## src/rtl/uart_bank_pkg.sv

```systemverilog
package uart_bank_pkg;

  localparam int NUM_CORE = 6;
  localparam int NUM_FLOW = 4;

  // bit positions inside the additional control register
  localparam int ACR_STAT_BIT = 7;
  localparam int ACR_RDBK_BIT = 6;
  localparam int ACR_TRIG_BIT = 5;

  // indexed slot numbers
  localparam int IX_ACR = 0;
  localparam int IX_CPR = 1;
  localparam int IX_TCR = 2;
  localparam int IX_TTL = 4;
  localparam int IX_RTL = 5;

  typedef enum logic [2:0] {
    CT_THR = 3'd0,
    CT_IER = 3'd1,
    CT_FCR = 3'd2,
    CT_MCR = 3'd3,
    CT_MSR = 3'd4,
    CT_ASR = 3'd5
  } core_tgt_e;

  typedef enum logic [3:0] {
    RS_RBR, RS_DLL, RS_DLM, RS_IER, RS_ASR, RS_IIR, RS_EFR, RS_LCR,
    RS_RFL, RS_MCR, RS_TFL, RS_FLOW, RS_ICR, RS_LSR, RS_MSR, RS_SPR
  } rd_sel_e;

  typedef struct packed {
    logic       lcr;
    logic       dll;
    logic       dlm;
    logic       efr;
    logic       flow;
    logic       spr;
    logic       icr;
    logic       core;
    core_tgt_e  tgt;
    logic [1:0] flow_idx;
  } wr_dec_t;

endpackage

```

## src/rtl/ubd_decode.sv

```systemverilog
module ubd_decode
  import uart_bank_pkg::*;
#(
  parameter int          DW      = 8,
  parameter logic [7:0]  EFR_KEY = 8'hBF
) (
  input  logic [2:0]    addr,
  input  logic [DW-1:0] lcr_q,
  input  logic [DW-1:0] acr_q,
  output wr_dec_t       wdec,
  output rd_sel_e       rsel,
  output logic [1:0]    flow_idx,
  output logic          rd_pop
);

  logic dlab, efr_mode, stat_en;

  assign dlab     = lcr_q[DW-1];
  assign efr_mode = (lcr_q == DW'(EFR_KEY));
  assign stat_en  = acr_q[ACR_STAT_BIT];
  assign flow_idx = addr[1:0];

  always_comb begin
    wdec          = '0;
    wdec.tgt      = CT_THR;
    wdec.flow_idx = addr[1:0];
    rsel          = RS_LCR;
    rd_pop        = 1'b0;
    case (addr)
      3'd0: begin
        if (dlab) begin
          wdec.dll = 1'b1;
          rsel     = RS_DLL;
        end else begin
          wdec.core = 1'b1;
          wdec.tgt  = CT_THR;
          rsel      = RS_RBR;
          rd_pop    = 1'b1;
        end
      end
      3'd1: begin
        if (dlab) begin
          wdec.dlm = 1'b1;
          rsel     = RS_DLM;
        end else if (stat_en) begin
          wdec.core = 1'b1;
          wdec.tgt  = CT_ASR;
          rsel      = RS_ASR;
        end else begin
          wdec.core = 1'b1;
          wdec.tgt  = CT_IER;
          rsel      = RS_IER;
        end
      end
      3'd2: begin
        if (efr_mode) begin
          wdec.efr = 1'b1;
          rsel     = RS_EFR;
        end else begin
          wdec.core = 1'b1;
          wdec.tgt  = CT_FCR;
          rsel      = RS_IIR;
        end
      end
      3'd3: begin
        wdec.lcr = 1'b1;
        rsel     = stat_en ? RS_RFL : RS_LCR;
      end
      default: begin
        if (efr_mode) begin
          wdec.flow = 1'b1;
          rsel      = RS_FLOW;
        end else begin
          case (addr[1:0])
            2'd0: begin
              wdec.core = 1'b1;
              wdec.tgt  = CT_MCR;
              rsel      = stat_en ? RS_TFL : RS_MCR;
            end
            2'd1: begin
              wdec.icr = 1'b1;
              rsel     = acr_q[ACR_RDBK_BIT] ? RS_ICR : RS_LSR;
            end
            2'd2: begin
              wdec.core = 1'b1;
              wdec.tgt  = CT_MSR;
              rsel      = RS_MSR;
            end
            default: begin
              wdec.spr = 1'b1;
              rsel     = RS_SPR;
            end
          endcase
        end
      end
    endcase
  end

endmodule

```

## src/rtl/ubd_regs.sv

```systemverilog
module ubd_regs
  import uart_bank_pkg::*;
#(
  parameter int          DW        = 8,
  parameter int          NIDX      = 8,
  parameter logic [7:0]  IDX_MASK  = 8'b0011_0111,
  parameter logic [7:0]  TRIG_MASK = 8'b0011_0000
) (
  input  logic          clk,
  input  logic          rst,
  input  logic          wr_en,
  input  logic [DW-1:0] wdata,
  input  wr_dec_t       wdec,
  output logic [DW-1:0] lcr_q,
  output logic [DW-1:0] dll_q,
  output logic [DW-1:0] dlm_q,
  output logic [DW-1:0] efr_q,
  output logic [DW-1:0] flow_q [NUM_FLOW],
  output logic [DW-1:0] spr_q,
  output logic [DW-1:0] idx_q  [NIDX]
);

  always_ff @(posedge clk) begin
    if (rst) begin
      lcr_q <= '0;
      dll_q <= '0;
      dlm_q <= '0;
      efr_q <= '0;
      spr_q <= '0;
    end else if (wr_en) begin
      if (wdec.lcr) lcr_q <= wdata;
      if (wdec.dll) dll_q <= wdata;
      if (wdec.dlm) dlm_q <= wdata;
      if (wdec.efr) efr_q <= wdata;
      if (wdec.spr) spr_q <= wdata;
    end
  end

  for (genvar f = 0; f < NUM_FLOW; f++) begin : g_flow
    always_ff @(posedge clk) begin
      if (rst)
        flow_q[f] <= '0;
      else if (wr_en && wdec.flow && (wdec.flow_idx == 2'(f)))
        flow_q[f] <= wdata;
    end
  end

  logic trig_open;
  assign trig_open = idx_q[IX_ACR][ACR_TRIG_BIT];

  for (genvar i = 0; i < NIDX; i++) begin : g_idx
    if (IDX_MASK[i]) begin : g_live
      logic gate;
      assign gate = TRIG_MASK[i] ? trig_open : 1'b1;
      always_ff @(posedge clk) begin
        if (rst)
          idx_q[i] <= '0;
        else if (wr_en && wdec.icr && (spr_q == DW'(i)) && gate)
          idx_q[i] <= wdata;
      end
    end else begin : g_hole
      assign idx_q[i] = '0;
    end
  end

endmodule

```

## src/rtl/ubd_rdmux.sv

```systemverilog
module ubd_rdmux
  import uart_bank_pkg::*;
#(
  parameter int DW   = 8,
  parameter int NIDX = 8
) (
  input  logic          clk,
  input  logic          rst,
  input  logic          rd_en,
  input  rd_sel_e       rsel,
  input  logic [1:0]    flow_idx,
  input  logic          rd_pop,
  input  logic [DW-1:0] lcr_q,
  input  logic [DW-1:0] dll_q,
  input  logic [DW-1:0] dlm_q,
  input  logic [DW-1:0] efr_q,
  input  logic [DW-1:0] flow_q [NUM_FLOW],
  input  logic [DW-1:0] spr_q,
  input  logic [DW-1:0] idx_q  [NIDX],
  input  logic [DW-1:0] rx_data,
  input  logic [DW-1:0] ier_in,
  input  logic [DW-1:0] iir_in,
  input  logic [DW-1:0] mcr_in,
  input  logic [DW-1:0] lsr_in,
  input  logic [DW-1:0] msr_in,
  input  logic [DW-1:0] asr_in,
  input  logic [DW-1:0] rx_level,
  input  logic [DW-1:0] tx_level,
  output logic [DW-1:0] rdata,
  output logic          rx_pop
);

  localparam int IW = (NIDX > 1) ? $clog2(NIDX) : 1;

  logic          idx_hit;
  logic [DW-1:0] idx_val;
  logic [DW-1:0] mux_out;

  assign idx_hit = ((spr_q >> IW) == '0);
  assign idx_val = idx_hit ? idx_q[spr_q[IW-1:0]] : '0;

  always_comb begin
    case (rsel)
      RS_RBR:  mux_out = rx_data;
      RS_DLL:  mux_out = dll_q;
      RS_DLM:  mux_out = dlm_q;
      RS_IER:  mux_out = ier_in;
      RS_ASR:  mux_out = asr_in;
      RS_IIR:  mux_out = iir_in;
      RS_EFR:  mux_out = efr_q;
      RS_LCR:  mux_out = lcr_q;
      RS_RFL:  mux_out = rx_level;
      RS_MCR:  mux_out = mcr_in;
      RS_TFL:  mux_out = tx_level;
      RS_FLOW: mux_out = flow_q[flow_idx];
      RS_ICR:  mux_out = idx_val;
      RS_LSR:  mux_out = lsr_in;
      RS_MSR:  mux_out = msr_in;
      RS_SPR:  mux_out = spr_q;
      default: mux_out = '0;
    endcase
  end

  always_ff @(posedge clk) begin
    if (rst) begin
      rdata  <= '0;
      rx_pop <= 1'b0;
    end else begin
      rx_pop <= rd_en && rd_pop;
      if (rd_en) rdata <= mux_out;
    end
  end

endmodule

```

## src/rtl/uart_bank_decoder.sv

```systemverilog
module uart_bank_decoder
  import uart_bank_pkg::*;
#(
  parameter int          DW        = 8,
  parameter int          NIDX      = 8,
  parameter logic [7:0]  EFR_KEY   = 8'hBF,
  parameter logic [7:0]  IDX_MASK  = 8'b0011_0111,
  parameter logic [7:0]  TRIG_MASK = 8'b0011_0000
) (
  input  logic                 clk,
  input  logic                 rst,
  input  logic [2:0]           addr,
  input  logic                 rd_en,
  input  logic                 wr_en,
  input  logic [DW-1:0]        wdata,
  output logic [DW-1:0]        rdata,
  input  logic [DW-1:0]        rx_data,
  input  logic [DW-1:0]        ier_in,
  input  logic [DW-1:0]        iir_in,
  input  logic [DW-1:0]        mcr_in,
  input  logic [DW-1:0]        lsr_in,
  input  logic [DW-1:0]        msr_in,
  input  logic [DW-1:0]        asr_in,
  input  logic [DW-1:0]        rx_level,
  input  logic [DW-1:0]        tx_level,
  output logic [NUM_CORE-1:0]  core_we,
  output logic [DW-1:0]        core_wdata,
  output logic                 rx_pop,
  output logic [DW-1:0]        lcr_q,
  output logic [DW-1:0]        dll_q,
  output logic [DW-1:0]        dlm_q,
  output logic [DW-1:0]        efr_q,
  output logic [NUM_FLOW*DW-1:0] flow_chars,
  output logic [DW-1:0]        spr_q,
  output logic [DW-1:0]        acr_q,
  output logic [DW-1:0]        cpr_q,
  output logic [DW-1:0]        tcr_q,
  output logic [DW-1:0]        ttl_q,
  output logic [DW-1:0]        rtl_q
);

  wr_dec_t       wdec;
  rd_sel_e       rsel;
  logic [1:0]    flow_idx;
  logic          rd_pop;
  logic [DW-1:0] flow_q [NUM_FLOW];
  logic [DW-1:0] idx_q  [NIDX];

  ubd_decode #(.DW(DW), .EFR_KEY(EFR_KEY)) u_decode (
    .addr     (addr),
    .lcr_q    (lcr_q),
    .acr_q    (acr_q),
    .wdec     (wdec),
    .rsel     (rsel),
    .flow_idx (flow_idx),
    .rd_pop   (rd_pop)
  );

  ubd_regs #(.DW(DW), .NIDX(NIDX), .IDX_MASK(IDX_MASK), .TRIG_MASK(TRIG_MASK)) u_regs (
    .clk    (clk),
    .rst    (rst),
    .wr_en  (wr_en),
    .wdata  (wdata),
    .wdec   (wdec),
    .lcr_q  (lcr_q),
    .dll_q  (dll_q),
    .dlm_q  (dlm_q),
    .efr_q  (efr_q),
    .flow_q (flow_q),
    .spr_q  (spr_q),
    .idx_q  (idx_q)
  );

  ubd_rdmux #(.DW(DW), .NIDX(NIDX)) u_rdmux (
    .clk      (clk),
    .rst      (rst),
    .rd_en    (rd_en),
    .rsel     (rsel),
    .flow_idx (flow_idx),
    .rd_pop   (rd_pop),
    .lcr_q    (lcr_q),
    .dll_q    (dll_q),
    .dlm_q    (dlm_q),
    .efr_q    (efr_q),
    .flow_q   (flow_q),
    .spr_q    (spr_q),
    .idx_q    (idx_q),
    .rx_data  (rx_data),
    .ier_in   (ier_in),
    .iir_in   (iir_in),
    .mcr_in   (mcr_in),
    .lsr_in   (lsr_in),
    .msr_in   (msr_in),
    .asr_in   (asr_in),
    .rx_level (rx_level),
    .tx_level (tx_level),
    .rdata    (rdata),
    .rx_pop   (rx_pop)
  );

  for (genvar f = 0; f < NUM_FLOW; f++) begin : g_pack
    assign flow_chars[f*DW +: DW] = flow_q[f];
  end

  assign acr_q = idx_q[IX_ACR];
  assign cpr_q = idx_q[IX_CPR];
  assign tcr_q = idx_q[IX_TCR];
  assign ttl_q = idx_q[IX_TTL];
  assign rtl_q = idx_q[IX_RTL];

  always_ff @(posedge clk) begin
    if (rst) begin
      core_we    <= '0;
      core_wdata <= '0;
    end else begin
      core_we <= '0;
      if (wr_en) begin
        core_wdata <= wdata;
        if (wdec.core) core_we[wdec.tgt] <= 1'b1;
      end
    end
  end

endmodule

```

## config.mk

```make
export PLATFORM = sky130hd
export DESIGN_NAME = uart_bank_decoder
export DESIGN_NICKNAME = d
export VERILOG_FILES = /design/src/rtl/uart_bank_pkg.sv /design/src/rtl/ubd_decode.sv /design/src/rtl/ubd_regs.sv /design/src/rtl/ubd_rdmux.sv /design/src/rtl/uart_bank_decoder.sv
export SDC_FILE = /design/constraint.sdc
export NUM_CORES = 1
export LEC_CHECK = 0
export BUFFER_PORTS_ARGS = -buffer_cell sky130_fd_sc_hd__buf_2
export CAP_MARGIN = 20
export CORE_MARGIN = 1.5
export CORE_UTILIZATION = 50
export CTS_CLUSTER_SIZE = 14
export DETAILED_ROUTE_END_ITERATION = 10
export HOLD_SLACK_MARGIN = 0.05
export PLACE_DENSITY = 0.89
export SLEW_MARGIN = 30
export SYNTH_ARGS = -nofsm -noshare
export SYNTH_HDL_FRONTEND = slang
export SYNTH_HIERARCHICAL = 1
export SYNTH_SLANG_ARGS = --single-unit
```

## constraint.sdc

```tcl
create_clock -name clk -period 3.65 [get_ports clk]
set_input_delay 0.365 -clock clk [delete_from_list [all_inputs] [get_ports clk]]
set_output_delay 0.365 -clock clk [all_outputs]
set_load 0.1 [all_outputs]
```

# Word level (Yosys, flattened, before mapping)
# Cells that the tools add are included.
# word_totals
regBits	135
latchBits	0
ramBits	0
rom_bits	0
in_bits	87
out_inout_bits	135
elab_cells	118
n_memories	0
# classes
addsub	0
mul	0
div	0
order_cmp	4
eq_ne	26
shifts	0
mux	38
bitwise_logic	4
reduce_logical	28
# op_table
operator	count
one-hot mux 8 bit (16 select lines)	1
two-way mux 8 bit	5
equality test 4 bit (second input constant)	8
one-hot mux 4 bit (4 select lines)	2
binary-select mux 8 bit (select 3 bit)	1
two-way mux 4 bit	5
binary-select mux 8 bit (select 2 bit)	1
equality test 4 x 3 -> 1 bit (second input constant)	4
equality test 8 x 3 -> 1 bit (second input constant)	2
zero test 8 bit	2
logical AND 1 bit	15
two-way mux 1 bit	13
two-way mux 3 bit	4
one-hot mux 4 bit (3 select lines)	1
AND reduction 2 bit	5
equality test 4 x 2 -> 1 bit (second input constant)	2
equality test 8 x 1 -> 1 bit (second input constant)	1
equality test 8 x 2 -> 1 bit (second input constant)	1
equality test 8 bit (second input constant)	1
one-hot mux 4 bit (2 select lines)	1
equality test 3 x 2 -> 1 bit (second input constant)	2
two-way mux 6 bit	1
OR reduction 3 bit	2
equality test 2 bit (second input constant)	2
other kinds (16)	18

# Longest topological paths before layout
# depth
word_depth	9
ltp_mapped	13
mapped_depth_nobuf	9

# By module
# Netlist, hierarchy kept.
# by_module_without_submodules
mod	n_inst	cells_per_inst	area_each_um2	seq_area_each_um2
ubd_regs	1	493	4439.3	2242.2
ubd_rdmux	1	264	2288.4	180.2
uart_bank_decoder	1	43	510.5	280.3
ubd_decode	1	54	351.6	0.0

# Worst setup path after synthesis
# OpenSTA, ideal clock, no wires.
# synth_path
kind	register -> register
start	reg u_regs.lcr_q[7]
end	reg u_rdmux.rdata[4]
setup_ns	0.118
t_arrival_ns	3.380
t_required_ns	3.532
slack_ns	0.153
stages_incl_launch_ff	10
n_path_buf	1
synth_period_minus_slack_ns	3.497
cell_sequence	dfxtp_1 nand4_2 or4b_4 o221ai_1 buf_4 mux2_4 a32o_1 a211oi_1 o2111ai_1 a22o_1
# synth_via
elab_chain_len	5
elab_cells_between_ends	23
classes_between	eq/ne (16); mux (6); reduce/logical (1)
# synth_lines
element	line_no	rtl
start, declared	ubd_regs.sv:14	output logic [DW-1:0] lcr_q,
start signal, assigned	ubd_regs.sv:31	if (wdec.lcr) lcr_q <= wdata;
equality test 8 bit	ubd_decode.sv:19	assign efr_mode = (lcr_q == DW'(EFR_KEY));
two-way mux 4 bit / two-way mux 2 bit (equally long branches)	ubd_decode.sv:70, ubd_decode.sv:56	
one-hot mux 4 bit (4 select lines) *	ubd_decode.sv:29	case (addr)
named net rsel[1]	uart_bank_decoder.sv:43	rd_sel_e rsel;
equality test 4 bit, or another cell as far along	ubd_rdmux.sv:43	case (rsel)
one-hot mux 8 bit (16 select lines) *	ubd_rdmux.sv:43	
end signal, assigned	ubd_rdmux.sv:70	if (rd_en) rdata <= mux_out;
end, declared	ubd_rdmux.sv:29	output logic [DW-1:0] rdata,
# The timed path passes the listed nets; every way through them passes the cells marked *.
# A chain may end at the register's enable or synchronous reset.

# Final worst setup path
# layout_path
start	reg u_regs.lcr_q[0]
end	reg u_rdmux.rdata[2]
# layout_via
elab_chain_len	5
elab_cells_between_ends	21
classes_between	eq/ne (16); mux (4); reduce/logical (1)
# layout_lines
element	line_no
equality test 8 bit *	ubd_decode.sv:19
two-way mux 4 bit / two-way mux 2 bit (equally long branches)	ubd_decode.sv:70, ubd_decode.sv:56
one-hot mux 4 bit (4 select lines) *	ubd_decode.sv:29
named net rsel[0]	uart_bank_decoder.sv:43
equality test 4 bit, or another cell as far along	ubd_rdmux.sv:43
one-hot mux 8 bit (16 select lines) *	ubd_rdmux.sv:43
# Marks and branches as above.

==> flow_summary.yaml <==
clock_network:
  cts_setup_buffers: 0
  cts_sinks: 135
  cts.root.buffer_cell: "clkbuf_16"
  cts_hold_buf: 0
  ctsLongestPathBuffers: 2
  h-tree-depth: 4
  cts_tree: "done"
  cts_made_buffers: 17
  cts-resized-gates: 0
  clock_latency_ns: 0.41
  clk_pin_slew_ns: 0.06
min_path:
  hp-class: "input port to flip-flop"
cells_and_area:
  largest_reg_flops: 40
  nets: 1122
  num-fill-cells: 1231
  drive_gt1_share_pct: 30.3
  design_area_sq_um: 9200
  top_register: "u_regs/idx_q"
  fin_util_pct: 62.6
  final_cell_mix: "buf_2, dfxtp_1, nand2_1"
  areaGrowthSynthToFinish_pct: 21.2
  final_common_cell: "buf_2"
  reg_top3: "u_regs/idx_q: 40 flops, u_regs/flow_q: 32 flops"
timing:
  finalCritPeriodShare_pct: 88.2
  min_period_ns: 3.22
  final_hold_viol_count: 0
  final_max_slew_viol_count: 0
  fmax_mhz: 311
  tightest_slew_ns: 0.848
  relSlewSlack_pct: 43.4
  setup_viol: 0
  rsz0062_at_grt: "no"
  clock_skew_ns: 0.00833
  setup_tns_ns: 0
die:
  ios: 222
  die_h_um: 126
  row_count: 44
  die_x_um: 126
  dieArea_sq_um: 15900
  start_util_pct: 51.6
  core_sq_um: 14700
global_route:
  antenna_found_initial: 2
  grt-ovfl-total: 0
  grt_busiest_layer: "met2"
  use_met1_pct: 44.0
  track_usage_pct: 33.3
  grt_pass1_wl_um: 40500
  grtUsageMet3_pct: 9.43
  grt_use_met2_pct: 52.2
  first_global_vias: 6974
  grt_start_max_net_pins: 63
setup_path:
  worstSetupPathType: "flip-flop to flip-flop"
  startpoint_type: "flip-flop"
  worstPathRequired_ns: 3.99
  crit_arrival_ns: 3.56
  crit_path_end_kind: "flip-flop"
  path_max_fanout: 12
yosys:
  synthXorXnorAreaFrac_pct: 0.115
  synthFlopType: "dfxtp_1"
  syn_inst: 854
  muxShareOfSynthArea_pct: 17.9
  syn_area_sq_um: 7590
  ys_ff_latch: 135
  synth-compound-area-share_pct: 14.1
  synth_top_family_by_area: "simple AND/OR/NAND/NOR gates"
  synthSimpleGateAreaFrac_pct: 24.5
  seq_area_frac_synth_pct: 35.6
  ys_warn_count: 6
  ys_async_sr_fraction_pct: 0
  netlist-cell-type-count: 76
  synth-edff-count: 0
  synth_area_per_cell_sq_um: 8.89
  synthAdderAreaFrac_pct: 0
routing:
  vias: 7607
  routed_wl_um: 26900
  via_per_inst: 6.18
  drt_drc_violations_left: 0
  wire_per_inst_um: 21.8
  dr.first_iter.drc_count: 1074
  drt_first_pass_iters: 5
  drtAntennaViolNets: 0
placement:
  post_dp_cell_area_sq_um: 8600
  port_buffers: 221
  dpl.hpwl_um: 19400
  place_congestion: 1.02
power_and_ir_drop:
  irDropWorstVdd_uv: 356
  power_leakage_nw: 4.02
  p_per_area_nw_per_um2: 418
status:
  outcome: "completed"
job:
  maxCapViolations: 0
==> stage by stage <==
step	instances	total power, W	hold WS (ns)	setup slack [ns]
final	1231	0.00385	0.271	0.430
after floorplan	877	0.00197	0.512	0.153
after global placement	1200	0.00211	0.450	0.551
after detailed placement	1200	0.00211	0.458	0.597
after CTS	1230	0.00384	0.253	0.547
after global routing	1231	0.00395	0.271	0.294
==> synthesized netlist by cell type, drive strengths merged (2+ instances only) <==
| cell | n | area [sq um] |
|---|---|---|
| and3 | 3 | 20.0 |
| nand2b | 56 | 358 |
| dfxtp | 135 | 2700 |
| a22o | 5 | 43.8 |
| a32oi | 4 | 35.0 |
| nor4bb | 2 | 20.0 |
| mux2 | 8 | 93.8 |
| a22oi | 23 | 173 |
| inv | 3 | 11.3 |
| nand4 | 4 | 46.3 |
| a31oi | 2 | 12.5 |
| nand2 | 119 | 452 |
| a2111oi | 3 | 46.3 |
| a211oi | 6 | 45.0 |
| o2bb2ai | 2 | 17.5 |
| mux4 | 24 | 567 |
| nor2b | 6 | 37.5 |
| nor4 | 5 | 67.6 |
| nand3 | 48 | 260 |
| a32o | 4 | 40.0 |
| nor2 | 52 | 195 |
| o22a | 3 | 26.3 |
| o21ai | 16 | 80.1 |
| nand4b | 4 | 35.0 |
| nand4bb | 2 | 22.5 |
| o32ai | 2 | 17.5 |
| o2111ai | 3 | 26.3 |
| nor3 | 10 | 55.1 |
| nand3b | 4 | 30.0 |
| a21oi | 80 | 400 |
| buf | 63 | 430 |
| nor3b | 8 | 60.1 |
| and3b | 2 | 17.5 |
| clkbuf | 38 | 143 |
| and2 | 4 | 27.5 |
| and4b | 5 | 50.1 |
| nor4b | 3 | 32.5 |
| o211ai | 2 | 15.0 |
| and4 | 2 | 17.5 |
| mux2i | 70 | 701 |
| o31ai | 2 | 15.0 |
| o221ai | 3 | 26.3 |
==> power breakdown <==
part / leakage (nW) / switching (W) / internal, W
Clock: 0.289 / 0.000632 / 0.00112
Sequential: 1.09 / 0.0000224 / 0.00149
Combinational: 2.64 / 0.000409 / 0.000169
Total: 4.02 / 0.00106 / 0.00278
==> final timing paths <==
check                                    endpoint              start  slack (ns)  cells past startpoint
worst max-delay path             u_rdmux/rdata[2]    u_regs/lcr_q[0]        0.43                      9
worst min-delay path             u_rdmux/rdata[3]         rx_data[3]        0.27                      3
worst max register to register   u_rdmux/rdata[2]    u_regs/lcr_q[0]        0.43                      9
worst min register to register  u_regs/flow_q[20]  u_regs/flow_q[20]        0.47                      2
==> cell families (layout without fill, tap and decap cells) <==
kind of cell | after synthesis | after routing
compound gates | 166 | 166
xor+xnor | 1 | 1
buf+inv | 104 | 273
flops | 135 | 135
mux | 102 | 102
other cells | 1 | 25
simple gates | 345 | 345
==> final cells by class <==
cell class / count / area (sq um) / area share (%)
antenna: 1 / 2.50 / 0.0272
clock buffer: 23 / 478 / 5.19
clock inverter: 7 / 120 / 1.31
inverter: 3 / 11.3 / 0.122
multi-input combinational: 638 / 4410 / 47.9
sequential: 135 / 2700 / 29.4
tap: 184 / 230 / 2.50
timing repair buffer: 240 / 1250 / 13.6
==> worst max-delay path, stage by stage, from the launching register on <==
cell	delay (ns)
dfxtp_1	0.40
nand4_2	0.16
or4b_4	0.56
nand3_2	0.10
o21a_1	0.39
nor2b_1	0.68
a22oi_1	0.19
nor3b_1	0.41
a2111oi_4	0.06
a31oi_1	0.19
==> routing by layer <==
metal | share of wire, % | wire, um | vias up
met5 | 0 | 0 | -
met4 | 3.3 | 892 | 0
met3 | 11 | 3080 | 72
met2 | 45 | 12200 | 561
met1 | 40 | 10700 | 3591
li1 | - | - | 3383
Note: power is estimated with default switching activity, not from simulation.
